<file path="src/rtl/gpio_bank_pkg.sv">
package gpio_bank_pkg;

    localparam int unsigned BANK_PINS   = 32;
    localparam int unsigned BANK_BASE0  = 'h10;
    localparam int unsigned BANK_STRIDE = 'h28;
    localparam int unsigned SET_SPAN    = 'h10;
    localparam int unsigned MAX_BANKS   = 5;

    typedef enum logic [1:0] {
        REG_DIR = 2'd0,
        REG_SET = 2'd1,
        REG_CLR = 2'd2,
        REG_IN  = 2'd3
    } reg_kind_e;

    typedef enum logic {
        BUS_IDLE = 1'b0,
        BUS_RESP = 1'b1
    } bus_state_e;

endpackage

</file>
<file path="src/rtl/gpio_addr_decode.sv">
module gpio_addr_decode
    import gpio_bank_pkg::*;
#(
    parameter int unsigned NUM_BANKS = 5,
    parameter int unsigned ADDR_W    = 8
) (
    input  logic [ADDR_W-1:0]    addr,
    output logic [NUM_BANKS-1:0] bank_hit,
    output reg_kind_e            kind
);

    logic [1:0] sub_sel [NUM_BANKS];

    for (genvar b = 0; b < NUM_BANKS; b++) begin : g_win
        localparam int unsigned BASE = BANK_BASE0 + b * BANK_STRIDE;
        localparam logic [ADDR_W-1:0] BASE_A = ADDR_W'(BASE);
        localparam logic [ADDR_W-1:0] LAST_A = ADDR_W'(BASE + SET_SPAN - 1);
        logic [ADDR_W-1:0] rel;

        assign rel        = addr - BASE_A;
        assign sub_sel[b] = rel[3:2];
        assign bank_hit[b] = (addr >= BASE_A) && (addr <= LAST_A)
                             && (addr[1:0] == 2'b00);
    end

    always_comb begin
        logic [1:0] k;
        k = 2'b00;
        for (int b = 0; b < NUM_BANKS; b++) begin
            if (bank_hit[b]) k = k | sub_sel[b];
        end
        kind = reg_kind_e'(k);
    end

endmodule

</file>
<file path="src/rtl/gpio_bank_store.sv">
module gpio_bank_store
    import gpio_bank_pkg::*;
(
    input  logic                 clk,
    input  logic                 rst_n,
    input  logic                 wr_dir,
    input  logic                 wr_set,
    input  logic                 wr_clr,
    input  logic [BANK_PINS-1:0] wdata,
    output logic [BANK_PINS-1:0] dir_q,
    output logic [BANK_PINS-1:0] out_q
);

    always_ff @(posedge clk or negedge rst_n) begin
        if (!rst_n) begin
            dir_q <= '1;
        end else if (wr_dir) begin
            dir_q <= wdata;
        end
    end

    always_ff @(posedge clk or negedge rst_n) begin
        if (!rst_n) begin
            out_q <= '0;
        end else if (wr_set) begin
            out_q <= out_q | wdata;
        end else if (wr_clr) begin
            out_q <= out_q & ~wdata;
        end
    end

endmodule

</file>
<file path="src/rtl/gpio_sync2.sv">
module gpio_sync2 #(
    parameter int unsigned WIDTH = 32
) (
    input  logic             clk,
    input  logic             rst_n,
    input  logic [WIDTH-1:0] async_in,
    output logic [WIDTH-1:0] sync_out
);

    logic [WIDTH-1:0] stage1_q;
    logic [WIDTH-1:0] stage2_q;

    always_ff @(posedge clk or negedge rst_n) begin
        if (!rst_n) begin
            stage1_q <= '0;
            stage2_q <= '0;
        end else begin
            stage1_q <= async_in;
            stage2_q <= stage1_q;
        end
    end

    assign sync_out = stage2_q;

endmodule

</file>
<file path="src/rtl/gpio_bank_regs.sv">
module gpio_bank_regs
    import gpio_bank_pkg::*;
#(
    parameter int unsigned NUM_BANKS = 5,
    parameter int unsigned ADDR_W    = 8
) (
    input  logic                             clk,
    input  logic                             rst_n,
    input  logic                             bus_sel,
    input  logic                             bus_wr,
    input  logic [ADDR_W-1:0]                bus_addr,
    input  logic [BANK_PINS-1:0]             bus_wdata,
    output logic [BANK_PINS-1:0]             bus_rdata,
    output logic                             bus_rvalid,
    input  logic [NUM_BANKS*BANK_PINS-1:0]   pin_in,
    output logic [NUM_BANKS*BANK_PINS-1:0]   pin_out,
    output logic [NUM_BANKS*BANK_PINS-1:0]   pin_oe
);

    localparam int unsigned NPINS = NUM_BANKS * BANK_PINS;

    logic [NUM_BANKS-1:0] bank_hit;
    reg_kind_e            kind;
    logic                 acc_wr;
    logic                 acc_rd;
    logic [NPINS-1:0]     dir_all;
    logic [NPINS-1:0]     out_all;
    logic [NPINS-1:0]     in_sync;
    logic [BANK_PINS-1:0] rd_word;
    logic [BANK_PINS-1:0] rdata_q;
    bus_state_e           state_q;
    bus_state_e           state_d;

    assign acc_wr = bus_sel && bus_wr;
    assign acc_rd = bus_sel && !bus_wr;

    gpio_addr_decode #(
        .NUM_BANKS (NUM_BANKS),
        .ADDR_W    (ADDR_W)
    ) u_dec (
        .addr     (bus_addr),
        .bank_hit (bank_hit),
        .kind     (kind)
    );

    for (genvar b = 0; b < NUM_BANKS; b++) begin : g_bank
        logic wr_here;
        assign wr_here = acc_wr && bank_hit[b];

        gpio_bank_store u_store (
            .clk    (clk),
            .rst_n  (rst_n),
            .wr_dir (wr_here && (kind == REG_DIR)),
            .wr_set (wr_here && (kind == REG_SET)),
            .wr_clr (wr_here && (kind == REG_CLR)),
            .wdata  (bus_wdata),
            .dir_q  (dir_all[b*BANK_PINS +: BANK_PINS]),
            .out_q  (out_all[b*BANK_PINS +: BANK_PINS])
        );
    end

    gpio_sync2 #(
        .WIDTH (NPINS)
    ) u_sync (
        .clk      (clk),
        .rst_n    (rst_n),
        .async_in (pin_in),
        .sync_out (in_sync)
    );

    // Read word selection: one-hot bank hit, then register kind.
    always_comb begin
        rd_word = '0;
        for (int b = 0; b < NUM_BANKS; b++) begin
            if (bank_hit[b]) begin
                unique case (kind)
                    REG_DIR: rd_word = dir_all[b*BANK_PINS +: BANK_PINS];
                    REG_SET: rd_word = out_all[b*BANK_PINS +: BANK_PINS];
                    REG_CLR: rd_word = '0;
                    REG_IN:  rd_word = in_sync[b*BANK_PINS +: BANK_PINS];
                endcase
            end
        end
    end

    // Response state register.
    always_ff @(posedge clk or negedge rst_n) begin
        if (!rst_n) begin
            state_q <= BUS_IDLE;
        end else begin
            state_q <= state_d;
        end
    end

    always_comb begin
        state_d = state_q;
        unique case (state_q)
            BUS_IDLE: state_d = acc_rd ? BUS_RESP : BUS_IDLE;
            BUS_RESP: state_d = acc_rd ? BUS_RESP : BUS_IDLE;
        endcase
    end

    // Response data register.
    always_ff @(posedge clk or negedge rst_n) begin
        if (!rst_n) begin
            rdata_q <= '0;
        end else begin
            rdata_q <= acc_rd ? rd_word : '0;
        end
    end

    assign bus_rvalid = (state_q == BUS_RESP);
    assign bus_rdata  = rdata_q;
    assign pin_out    = out_all;
    assign pin_oe     = ~dir_all;

endmodule

</file>
<file path="config.mk">
export PLATFORM = sky130hd
export DESIGN_NAME = gpio_bank_regs
export DESIGN_NICKNAME = d
export VERILOG_FILES = /design/src/rtl/gpio_bank_pkg.sv /design/src/rtl/gpio_addr_decode.sv /design/src/rtl/gpio_bank_store.sv /design/src/rtl/gpio_sync2.sv /design/src/rtl/gpio_bank_regs.sv
export SDC_FILE = /design/constraint.sdc
export NUM_CORES = 1
export LEC_CHECK = 0
export ABC_AREA = 0
export BUFFER_PORTS_ARGS = -buffer_cell sky130_fd_sc_hd__buf_2
export CORE_UTILIZATION = 30
export DETAILED_ROUTE_END_ITERATION = 8
export PLACE_DENSITY = 0.6
export SYNTH_ARGS = -nofsm -noshare
export SYNTH_HDL_FRONTEND = slang
export SYNTH_SLANG_ARGS = --single-unit
</file>
<file path="constraint.sdc">
create_clock -name clk -period 3.5 [get_ports clk]
set_input_delay 0.875 -clock clk [delete_from_list [all_inputs] [get_ports clk]]
set_output_delay 0.875 -clock clk [all_outputs]
set_load 0.01 [all_outputs]
</file>
### Word level (Yosys, flattened, before mapping)

Cells that the tools add are included.

| word-level totals | value |
|---|---|
| register bits | 673 |
| bits in latches | 0 |
| memory bits (writable) | 0 |
| ROM bits | 0 |
| input bits | 204 |
| logic and storage cells | 115 |
| memories | 0 |

| operators by class | value |
|---|---|
| add/subtract/negate cells | 5 |
| multiply operators | 0 |
| divide/modulo/power cells | 0 |
| $lt $le $gt $ge | 10 |
| eq/ne operators | 3 |
| shift-type cells | 0 |
| muxes and demuxes | 27 |
| bitwise operators | 16 |
| reduce and logical (&&, ||, !) cells | 40 |

Operator list:

| kind | count |
|---|---|
| case mux 32 bit (4 select lines) | 5 |
| two-way mux 32 bit | 16 |
| AND 32 bit | 5 |
| NOT 160 bit | 1 |
| bitwise OR 32 bit | 5 |
| logical AND 1 bit | 32 |
| NOT 32 bit | 1 |
| greater-or-equal comparator 8 bit, second input constant | 2 |
| less-or-equal comparator 8 x 7 -> 1 bit, second input constant | 2 |
| less-or-equal comparator 8 bit, second input constant | 2 |
| subtractor 4 x 1 -> 4 bit, second input constant | 3 |
| two-way mux 2 bit | 5 |
| nonzero test 2 bit | 5 |
| greater-or-equal comparator 8 x 5 -> 1 bit, second input constant | 1 |
| greater-or-equal comparator 8 x 6 -> 1 bit, second input constant | 1 |
| greater-or-equal comparator 8 x 7 -> 1 bit, second input constant | 1 |
| less-or-equal comparator 8 x 5 -> 1 bit, second input constant | 1 |
| bitwise OR 2 bit | 4 |
| subtractor 4 bit, second input constant | 2 |
| == test 2 bit, second input constant | 2 |
| logical NOT 2 bit | 2 |
| == test 2 x 1 -> 1 bit, second input constant | 1 |
| logical NOT 1 bit | 1 |
| two-way mux 1 bit | 1 |

### Longest topological paths before layout

| logic depth | value |
|---|---|
| depth after elaboration | 20 |
| gate-level depth with buffers | 11 |
| depth with buffers taken out | 8 |

### Hierarchy

A second synthesis with hierarchy kept.

| unflattened totals | value |
|---|---|
| cells, all modules | 2054 |
| area total of the unflattened synthesis | 27470.1 µm² |

Modules (own cells, without submodules):

| module | times used | cells an instance | area each (µm²) | seq. area each (µm²) |
|---|---|---|---|---|
| gpio_bank_store | 5 | 170 | 2635.0 | 1641.6 |
| gpio_sync2 | 1 | 320 | 8007.7 | 8007.7 |
| gpio_bank_regs | 1 | 856 | 6080.8 | 825.8 |
| gpio_addr_decode | 1 | 28 | 206.4 | 0.0 |

### Worst setup path after synthesis

Ideal clock, no wire load.

| timing | value |
|---|---|
| path type | input to register |
| from | input port bus_addr[4] |
| to | register rdata_q[15], in the netlist bus_rdata[15] |
| arrival | 2941 ps |
| required time | 3422 ps |
| path slack | 480 ps |
| stages | 9 |
| cells stage by stage | buf_2 or4b_1 o21a_1 or4_1 buf_2 inv_2 a2111oi_0 or4_1 a21oi_1 |

| between the ends | value |
|---|---|
| word-level cells in the longest chain between the ends | 20 |

Ends and longest elaborated chain:

| what | RTL line | text |
|---|---|---|
| start, declared | gpio_bank_regs.sv:11 | `input logic [ADDR_W-1:0] bus_addr,` |
| greater-or-equal comparator 8 x 5 -> 1 bit or less-or-equal comparator 8 x 5 -> 1 bit (tied branches) | gpio_addr_decode.sv:22 | `assign bank_hit[b] = (addr >= BASE_A) && (addr <= LAST_A)` |
| logical AND 1 bit | gpio_addr_decode.sv:22 |  |
| logical AND 1 bit | gpio_addr_decode.sv:23 | `&& (addr[1:0] == 2'b00);` |
| two-way mux 2 bit | gpio_addr_decode.sv:30 | `if (bank_hit[b]) k = k \| sub_sel[b];` |
| bitwise OR 2 bit | gpio_addr_decode.sv:30 |  |
| two-way mux 2 bit | gpio_addr_decode.sv:30 |  |
| bitwise OR 2 bit | gpio_addr_decode.sv:30 |  |
| two-way mux 2 bit | gpio_addr_decode.sv:30 |  |
| bitwise OR 2 bit | gpio_addr_decode.sv:30 |  |
| two-way mux 2 bit | gpio_addr_decode.sv:30 |  |
| bitwise OR 2 bit | gpio_addr_decode.sv:30 |  |
| two-way mux 2 bit | gpio_addr_decode.sv:30 |  |
| == test 2 bit, or another cell as far along | gpio_bank_regs.sv:76 | `unique case (kind)` |
| case mux 32 bit (4 select lines) | gpio_bank_regs.sv:76 |  |
| two-way mux 32 bit (4 in series) | gpio_bank_regs.sv:75 | `if (bank_hit[b]) begin` |
| two-way mux 32 bit * | gpio_bank_regs.sv:75 |  |
| two-way mux 32 bit * | gpio_bank_regs.sv:108 | `rdata_q <= acc_rd ? rd_word : '0;` |
| end signal, assigned | gpio_bank_regs.sv:108 |  |
| end, declared | gpio_bank_regs.sv:30 | `logic [BANK_PINS-1:0] rdata_q;` |

Mark *: on every way between the ends. The rest lies on a longest branch, timed or not.
A chain may end at the register's enable or synchronous reset.

### Final worst setup path

| timing | value |
|---|---|
| from | input port bus_addr[5] |
| to | register rdata_q[15], in the netlist bus_rdata[15] |

The elaborated chain is that of the path after synthesis.

==> impl_metrics.yaml <==
drt:
  antenna_left: 0
  via_per_inst: 5.03
  drt-pass1-iter-count: 6
  post_drt_wl_per_cell_um: 24.8
  drc_errors: 0
  drt_iter0_drc: 1595
  vias: 20646
  wl_mm: 102
yosys:
  synth_top_area_cell: "dfrtp_1"
  netlist_area_mm2: 0.0261
  ys_ff_latch: 673
  synth_edf_count: 0
  ys_warn_count: 0
  synth_flop_cell: "dfrtp_1"
  synth.avg_cell_area_um2: 11.2
  synthArstFlopShare_pct: 100
  synth-seq-area-share_pct: 65.3
  synthesis.nets: 2525
  yosysMostFrequentCell: "dfrtp_1"
  yosys.area.top_type_share_pct: 49.2
  synth_area_leaders: "dfrtp_1, dfstp_2, nand2_1"
  ys_top_cells_by_count: "dfrtp_1, nand2_1, o21ai_0"
  yosysUniqueCellTypes: 53
  syn_inst: 2321
cells_and_area:
  area_growth_pct: 29.3
  drive_above_1_share_pct: 33.2
  fin_cells: 4104
  nets: 3097
worst_setup_path:
  crit_path_cell_trace: "buf_2, buf_4, or4b_1, o21a_1, or4_1, buf_4, inv_2, a2111oi_0, or4_1, a21oi_1"
  cp.required_ns: 4.02
  cpPeakStageDelay_ns: 0.51
  cp_top_family: "simple AND/OR/NAND/NOR gates"
  cp_num_buf_inv: 4
  crit_slowest_cell: "or4_1"
  crit_path_start_kind: "input port"
  cp.arrival_ns: 3.35
  cp-end-kind: "register"
  critPathMaxFanout: 10
  worstSetupPathType: "input port to register"
  r2r_slack_ns: 1.61
floorplanning:
  placementRows: 107
  die-height_um: 297
  dieArea_mm2: 0.0881
  fp.coreArea_mm2: 0.0857
  die_w_um: 297
  initial_utilization_pct: 30.4
  pin_count: 557
cts:
  clk_latency_ns: 0.64
  clockBufferDepth: 3
  root_buffer: "clkbuf_16"
  cts_tree: "built"
  cts_buffers: 78
  h-tree-depth: 3
  clk_pin_slew_ns: 0.06
  clkSinkCount: 673
  cts_setup_buffers: 0
  cts_resized: 0
  ctsHoldBuffers: 0
pwr:
  switchingPower_w: 0.00468
  sw_frac_of_total_pct: 25.2
  p_leak_nw: 16.8
  power.internal_w: 0.0139
  p_clk_share_pct: 44.8
  seq_power_share_pct: 46.2
  power.density_mw_per_mm2: 552
  irDropWorstVdd_uv: 443
  combPwrFrac_pct: 9.0
sta:
  setup-tns-final_ns: 0
  fin_crit_sh_pct: 80.6
  rsz0062_at_grt: "false"
  slew_viol_final: 0
  setup_viol: 0
  relSlewSlack_pct: 51.3
  fin_skew_ns: 0.0328
  period_needed_ns: 2.82
  hold_violations: 0
  tightest_slew_ns: 0.729
  fmax_mhz: 354
run_status:
  status: "finished, final reports clean"
global_routing:
  antenna_found_initial: 12
  grtUsageTotal_pct: 22.8
  first_global_vias: 20480
  overflow: 0
  grt_max_degree: 89
  grt_pass1_wl_mm: 147
run:
  cap_violations: 0
min_path:
  min_path_type: "input port to async pin"
placement:
  dp_cells: 3957
  port_buffers: 556
  gp_congestion: 0.840
  hpwl_mm: 71.0
==> placed cells by master (no fill, tap or decap), types with 6 or more instances in the layout <==
cell,synthesis,layout
nor3_4,2,9
a22oi_1,19,19
bufinv_16,0,6
nor2_1,44,44
o21ai_0,219,219
buf_12,0,42
inv_1,163,163
nand3b_1,11,11
dfstp_2,160,160
a21oi_1,124,124
clkbuf_8,0,14
o211ai_1,9,9
nand2_1,378,377
clkbuf_1,105,22
o22ai_1,58,58
nor3_2,7,8
a211o_1,12,12
buf_4,0,71
a21boi_0,32,32
dfrtp_1,513,513
clkinv_2,0,11
o31ai_1,12,12
mux2i_1,87,87
a21o_1,33,33
nor3_1,21,13
a22o_1,130,130
o21ai_1,10,10
clkbuf_16,0,79
a211oi_1,40,40
buf_2,62,554
==> area by class of cell <==
type                            count  area [µm²]
Tap cell                         1144        1430
Sequential cell                   673       17000
Multi-Input combinational cell   1308        7820
Timing Repair Buffer              668        4160
Clock inverter                     29         380
Antenna cell                        3        7.51
Inverter                          164         616
Fill cell                        8345       52000
Clock buffer                      115        2250
==> worst paths after layout <==
check	from	endpoint	depth (start not counted)
worst max register to register	u_sync.sync_out[15]	bus_rdata[15]	7
worst min register to register	u_sync.stage1_q[8]	u_sync.sync_out[8]	0
worst min-delay path	rst_n	u_sync.stage1_q[28]	1
max in group asynchronous	rst_n	g_bank[1].u_store.dir_q[25]	2
worst max-delay path	bus_addr[5]	bus_rdata[15]	10
min in group clk	pin_in[9]	u_sync.stage1_q[9]	1
==> through the flow <==
step | hold slack (ns) | setup WS, ns | power, W | utilization (%) | instance area (µm²)
floorplan | 0.331 | 0.480 | 0.00941 | - | 26100
global placement | 0.332 | 0.0762 | 0.0104 | 36.3 | 31100
detailed placement | 0.335 | 0.0502 | 0.0104 | 36.3 | 31100
CTS | 0.202 | 0.728 | 0.0188 | 39.3 | 33700
global route | 0.248 | 0.543 | 0.0193 | 39.3 | 33700
finish | 0.231 | 0.678 | 0.0186 | 39.3 | 33700
==> metal layers <==
layer / GRT usage [%] / wire length, µm / vias up
li1: - / - / 9142
met1: 29.6 / 41600 / 10328
met2: 37.3 / 48700 / 952
met3: 5.08 / 7990 / 210
met4: 8.01 / 3390 / 14
met5: 0 / 94 / -
==> power by group through the flow <==
stage | registers (W) | clock network, W | logic, W
2_1_floorplan | 0.00868 | 0 | 0.000726
3_3_place_gp | 0.00872 | 0 | 0.00167
3_5_place_dp | 0.00873 | 0 | 0.00168
4_1_cts | 0.00860 | 0.00850 | 0.00169
5_1_grt | 0.00865 | 0.00881 | 0.00183
6_report | 0.00860 | 0.00834 | 0.00168
==> cells by family (layout without fill, tap and decap cells) <==
| family | after synthesis | in the layout | synth area share [%] |
|---|---|---|---|
| flip-flops | 673 | 673 | 65.3 |
| AO/OA/AOI/OAI | 727 | 727 | 18.1 |
| buffers and inverters | 340 | 976 | 5.22 |
| AND/OR/NAND/NOR | 491 | 491 | 7.89 |
| XOR/XNOR | 3 | 3 | 0.101 |
| other | 0 | 3 | 0 |
| multiplexers | 87 | 87 | 3.34 |
No activity file was read; power rests on OpenSTA's default activity.
